<file path="src/rtl/brwin_pkg.sv">
package brwin_pkg;
  localparam int ADDR_W   = 32;
  localparam int GRAN_LSB = 20;
  localparam int FIELD_W  = ADDR_W - GRAN_LSB;
  localparam int DATA_W   = 32;
  localparam int BE_W     = DATA_W / 8;
  localparam int OFS_W    = 8;
  localparam int NUM_WIN  = 2;
  localparam int LIM_LSB  = 20;
  localparam int BASE_LSB = 4;
  localparam int NIB_W    = 4;
  localparam logic [OFS_W-1:0] WIN0_OFS = 8'h20;
  localparam logic [OFS_W-1:0] WIN_STRIDE = 8'h04;

  typedef logic [FIELD_W-1:0] field_t;

  // Writable bits of a window word: limit and base fields only.
  localparam logic [DATA_W-1:0] WR_MASK =
    {{FIELD_W{1'b1}}, {NIB_W{1'b0}}, {FIELD_W{1'b1}}, {NIB_W{1'b0}}};

  // Half-open range test: base inclusive, limit exclusive.
  function automatic logic in_window(field_t hi, field_t base, field_t lim);
    return (hi >= base) && (hi < lim);
  endfunction

  // Constant nibble shown in the non-field bits of window idx.
  function automatic logic [NIB_W-1:0] ind_nibble(int idx);
    return (idx == 1) ? 4'h1 : 4'h0;
  endfunction

  function automatic logic [DATA_W-1:0] be_mask(logic [BE_W-1:0] be);
    logic [DATA_W-1:0] m;
    for (int i = 0; i < BE_W; i++) m[i*8 +: 8] = {8{be[i]}};
    return m;
  endfunction

  function automatic logic [DATA_W-1:0] merge_write(logic [DATA_W-1:0] cur,
                                                    logic [DATA_W-1:0] wd,
                                                    logic [BE_W-1:0] be);
    logic [DATA_W-1:0] m;
    m = be_mask(be) & WR_MASK;
    return (cur & ~m) | (wd & m);
  endfunction
endpackage

</file>
<file path="src/rtl/brwin_regs.sv">
module brwin_regs
  import brwin_pkg::*;
(
  input  logic                        clk,
  input  logic                        rst_n,
  input  logic                        we,
  input  logic [OFS_W-1:0]            addr,
  input  logic [BE_W-1:0]             be,
  input  logic [DATA_W-1:0]           wdata,
  output logic [DATA_W-1:0]           rdata,
  output field_t [NUM_WIN-1:0]        base_o,
  output field_t [NUM_WIN-1:0]        limit_o
);
  logic [NUM_WIN-1:0]             rd_hit;
  logic [NUM_WIN-1:0][DATA_W-1:0] rd_word;

  for (genvar w = 0; w < NUM_WIN; w++) begin : g_win
    localparam logic [OFS_W-1:0] MY_OFS = WIN0_OFS + OFS_W'(w) * WIN_STRIDE;
    localparam logic [NIB_W-1:0] IND    = ind_nibble(w);
    field_t base_q, lim_q;
    logic [DATA_W-1:0] cur_word, nxt_word;

    assign cur_word = {lim_q, {NIB_W{1'b0}}, base_q, {NIB_W{1'b0}}};
    assign nxt_word = merge_write(cur_word, wdata, be);

    always_ff @(posedge clk) begin
      if (!rst_n) begin
        base_q <= '0;
        lim_q  <= '0;
      end else if (we && addr == MY_OFS) begin
        base_q <= nxt_word[BASE_LSB +: FIELD_W];
        lim_q  <= nxt_word[LIM_LSB +: FIELD_W];
      end
    end

    assign rd_hit[w]  = (addr == MY_OFS);
    assign rd_word[w] = {lim_q, IND, base_q, IND};
    assign base_o[w]  = base_q;
    assign limit_o[w] = lim_q;
  end

  always_comb begin
    rdata = '0;
    for (int w = 0; w < NUM_WIN; w++)
      if (rd_hit[w]) rdata = rdata | rd_word[w];
  end
endmodule

</file>
<file path="src/rtl/brwin_match.sv">
module brwin_match
  import brwin_pkg::*;
(
  input  logic [ADDR_W-1:0]    addr,
  input  field_t [NUM_WIN-1:0] base_i,
  input  field_t [NUM_WIN-1:0] limit_i,
  output logic                 hit_any
);
  field_t             hi;
  logic [NUM_WIN-1:0] hit_vec;

  assign hi = addr[GRAN_LSB +: FIELD_W];

  for (genvar w = 0; w < NUM_WIN; w++) begin : g_cmp
    assign hit_vec[w] = in_window(hi, base_i[w], limit_i[w]);
  end

  assign hit_any = |hit_vec;
endmodule

</file>
<file path="src/rtl/brwin_dir.sv">
module brwin_dir (
  input  logic clk,
  input  logic rst_n,
  input  logic in_valid,
  input  logic enable,
  input  logic cond,
  output logic out_valid,
  output logic decision
);
  always_ff @(posedge clk) begin
    if (!rst_n) begin
      out_valid <= 1'b0;
      decision  <= 1'b0;
    end else begin
      out_valid <= in_valid;
      decision  <= in_valid & enable & cond;
    end
  end
endmodule

</file>
<file path="src/rtl/brwin_decoder.sv">
module brwin_decoder
  import brwin_pkg::*;
(
  input  logic              clk,
  input  logic              rst_n,
  input  logic              cfg_we,
  input  logic [OFS_W-1:0]  cfg_addr,
  input  logic [BE_W-1:0]   cfg_be,
  input  logic [DATA_W-1:0] cfg_wdata,
  output logic [DATA_W-1:0] cfg_rdata,
  input  logic              mem_space_en,
  input  logic              bus_master_en,
  input  logic              dn_valid,
  input  logic [ADDR_W-1:0] dn_addr,
  output logic              dn_out_valid,
  output logic              dn_claim,
  input  logic              up_valid,
  input  logic [ADDR_W-1:0] up_addr,
  output logic              up_out_valid,
  output logic              up_fwd
);
  field_t [NUM_WIN-1:0] win_base;
  field_t [NUM_WIN-1:0] win_limit;
  logic dn_hit;
  logic up_hit;

  brwin_regs u_regs (
    .clk(clk), .rst_n(rst_n), .we(cfg_we), .addr(cfg_addr), .be(cfg_be),
    .wdata(cfg_wdata), .rdata(cfg_rdata), .base_o(win_base), .limit_o(win_limit)
  );

  brwin_match u_dn_match (.addr(dn_addr), .base_i(win_base), .limit_i(win_limit), .hit_any(dn_hit));
  brwin_match u_up_match (.addr(up_addr), .base_i(win_base), .limit_i(win_limit), .hit_any(up_hit));

  brwin_dir u_dn_dir (
    .clk(clk), .rst_n(rst_n), .in_valid(dn_valid), .enable(mem_space_en),
    .cond(dn_hit), .out_valid(dn_out_valid), .decision(dn_claim)
  );

  brwin_dir u_up_dir (
    .clk(clk), .rst_n(rst_n), .in_valid(up_valid), .enable(bus_master_en),
    .cond(~up_hit), .out_valid(up_out_valid), .decision(up_fwd)
  );
endmodule

</file>
<file path="config.mk">
export PLATFORM = sky130hd
export DESIGN_NAME = brwin_decoder
export DESIGN_NICKNAME = d
export VERILOG_FILES = /design/src/rtl/brwin_pkg.sv /design/src/rtl/brwin_regs.sv /design/src/rtl/brwin_match.sv /design/src/rtl/brwin_dir.sv /design/src/rtl/brwin_decoder.sv
export SDC_FILE = /design/constraint.sdc
export NUM_CORES = 1
export LEC_CHECK = 0
export ABC_AREA = 1
export BUFFER_PORTS_ARGS = -buffer_cell sky130_fd_sc_hd__buf_2
export CORE_ASPECT_RATIO = 1.25
export CORE_MARGIN = 3
export CORE_UTILIZATION = 45
export DETAILED_ROUTE_END_ITERATION = 10
export PLACE_DENSITY_LB_ADDON = 0.2
export SLEW_MARGIN = 15
export SYNTH_ARGS = -nofsm -noshare
export SYNTH_HDL_FRONTEND = slang
export SYNTH_SLANG_ARGS = --single-unit
</file>
<file path="constraint.sdc">
create_clock -name clk -period 2.35 [get_ports clk]
set_input_delay 0.1175 -clock clk [delete_from_list [all_inputs] [get_ports clk]]
set_output_delay 0.1175 -clock clk [all_outputs]
set_load 0.01 [all_outputs]
</file>
==> key figures <==
Outcome
  • Status: finished clean

Finish
  • # fillers: 1014
  • Util after Layout: 0.5375
  • N_diodes: 0
  • Nets: 917
  • Most frequent cells in the layout: nand2_1, buf_2, inv_1, ha_1, a21oi_1
  • Area grow syn2layout: 15.16%
  • Most common cell after layout, fill and taps aside: nand2_1
  • Layout cells sized above 1: 0.1997
  • Final instance area: 0.005219 mm2

Floorplanning
  • Rows: 40
  • Die height: 118.2 um
  • Initial Util: 0.4668
  • Die width: 95.76 um
  • DIE AREA: 0.01132 mm2
  • Core Area: about 0.01 mm2
  • Num ports: 151

Pwr
  • Overall Power: slightly above 0.002 W
  • Clock share of power: 0.384
  • Switch Pwr: 0.0005938 W
  • Logic pwr share: 0.180
  • Switching Share: 0.2926
  • P_int: roughly 0.0014 W
  • Cell Pwr Density: 388.9 mW/mm2
  • VDD IR max: 0.3130 mV
  • Leak Pwr: 2.509 nW
  • Sequential Power Share: 0.436

Drt
  • Vias per cell: 5.171
  • DRC Markers: 0
  • DRT iter0 DRCs: 159
  • DRT Pass-1 Iters: 4
  • Routed len/inst: 15.03 um
  • DR vias: 4328
  • Final ANT Viol Nets: 0
  • WL final: 12.58 mm

Clocking
  • Worst-Skew Late Latency: 0.30 ns
  • Post-CTS Setup Bufs: 0
  • Clk buf depth: 2
  • Num CTS Buffers: 5
  • CTS H-tree depth: 2
  • Clk Tree Root Cell: clkbuf_16
  • TritonCTS Sinks: 52
  • Cts hold-fix bufs: 0
  • TritonCTS clock tree: done
  • Clk slew on worst S/H paths: 0.08 ns
  • Post_cts resized: 0

STA
  • Final hold vios: 0
  • Setup TNS Final: 0 ns
  • Final Max Tran Viols: 0
  • Period minus WS final: around 1.8 ns
  • Worst slew margin: 0.4540
  • Final setup margin: roughly 0.6 ns
  • Achievable frequency: 566.9 MHz
  • Slew at the pin with the worst max-slew slack: 0.8181 ns
  • Setup violators final: 0
  • Clock Skew: 0.008587 ns
  • Tcrit/Tclk final: 0.7507
  • RSZ-0062 raised after global routing: false

Critical path
  • Worst setup path start: cfg_addr[7]
  • CP startpoint kind: primary input
  • Reg2Reg Setup Slack: 0.71 ns
  • Critical path's slowest cell: inv_1
  • Worst path bufs/invs: 4
  • Slowest stage delay, CP: roughly 0.40 ns
  • Critical path fanouts, max: 23
  • CP endpoint: cfg_rdata[12]
  • Crit path kind: in -> out
  • Critical path's top delay family: buffers and inverters
  • RR Endpoint: u_dn_dir.decision$_SDFF_PN0_
  • Crit. End Element: primary output
  • Worst EP required: 2.23 ns
  • Critical-path cell list: buf_2, nor2_2, nand2_2, inv_2, nand2_2, nor2_4, inv_1, o22ai_1, buf_2
  • Arr. time, crit path: 1.65 ns
  • R2R cell count: 9
  • WP depth: 9

Yosys
  • Flop and latch count out of synthesis: 52
  • Avg Cell Area, Syn: 7.321 um2
  • Netlist Area Pre-Place: 0.004532 mm2
  • Synth cell types: 31
  • Syn Inst Count: 619
  • Synthesis Warnings: 0
  • Seq/Total Area, Yosys: 0.2297

Min path
  • Worst hold start: up_valid
  • Hold Crit Class: in -> reg

Global routing
  • Global-route wire length before repair: 19.90 mm
  • Vias in the first global route: 4197
  • Largest net degree at the start of global routing: 38
  • Overflow after GRT: 0
  • Gr usage total: 0.2248
  • Initial antenna violation count: 0

Place
  • DP HPWL: between 10 and 15 mm
  • GP Congestion: 0.8741
  • Post-Place Setup Slack: 0.6135 ns
  • Placed Area: 0.005066 mm2
  • Port Buffers: 96

Flow run
  • Max cap viols: 0
==> Yosys cell counts (all sizes together) <==
| master | n | area [um2] |
|---|---|---|
| nand2 | 112 | 444.2 |
| inv | 96 | 360.3 |
| ha | 92 | 1151 |
| a21oi | 62 | 310.3 |
| o21ai | 60 | 300.3 |
| dfxtp | 52 | 1041 |
| nor2 | 52 | 250.2 |
| nor3 | 27 | 246.5 |
| o22ai | 23 | 143.9 |
| buf | 15 | 126.4 |
| nand3 | 11 | 65.06 |
| clkbuf | 5 | 18.77 |
| a21o | 3 | 22.52 |
| nand4 | 3 | 18.77 |
| clkinv | 2 | 7.510 |
| conb | 1 | 3.750 |
| nand3b | 1 | 7.510 |
| nor4 | 1 | 6.260 |
| o21a | 1 | 7.510 |
==> worst min-delay path by stage <==
stage	cells after the start	end
after floorplan	2	u_up_dir.out_valid$_SDFF_PN0_
final	3	u_up_dir.out_valid$_SDFF_PN0_
after CTS	3	u_dn_dir.out_valid$_SDFF_PN0_
after detailed placement	3	u_dn_dir.out_valid$_SDFF_PN0_
after global placement	3	u_up_dir.out_valid$_SDFF_PN0_
after global routing	3	u_up_dir.out_valid$_SDFF_PN0_
==> stage by stage <==
stage,hold slack (ns),instances
after floorplan,0.2290,624
after global routing,0.01954,837
after CTS,0.009047,837
after detailed placement,0.3244,829
final,0.01139,837
after global placement,0.3148,829
==> per-layer routing <==
metal,global-route usage,vias up,share of wire
met1,0.2497,1944,0.39
met3,0.03883,28,0.052
li1,-,2246,-
met5,0,-,0
met2,0.4137,110,0.53
met4,0.08274,0,0.031
==> worst register-to-register path: stages, from the launching register on <==
cell and delay [ns]:
dfxtp_1 0.31, inv_1 0.09, ha_1 0.31, nand2_1 0.07, nor2_1 0.19, nand4_1 0.16, a21oi_1 0.22, nor2_1 0.06
nand2_1 0.07, a21oi_1 0.06
==> logic make-up (layout without fill, tap and decap cells) <==
logic type	after synthesis	count (layout)	synth area share
fa+ha+maj	92	92	0.2540
buf+inv	118	205	0.1132
simple gates	207	207	0.2292
flops	52	52	0.2297
compound gates	149	149	0.1731
other cells	1	6	0.0008275
==> power groups by stage <==
stage | logic (W) | registers [W] | clock network [W]
6_report | 0.000365 | 0.000885 | 0.000779
5_1_grt | 0.000425 | 0.000886 | 0.000827
4_1_cts | 0.000366 | 0.000885 | 0.000798
3_5_place_dp | 0.000364 | 0.000906 | 0
3_3_place_gp | 0.000348 | 0.000906 | 0
2_1_floorplan | 0.000217 | 0.000908 | 0
==> area by class of cell <==
type,instances,area [um2],area share
clock buffer,5,125.1,0.02398
tap,126,157.7,0.03021
multi-input combinational,454,2997,0.5742
clock inverter,3,27.53,0.005275
sequential,52,1041,0.1995
timing repair buffer,99,503.0,0.09638
inverter,98,367.9,0.07049
(Power assumes the default switching activity.)
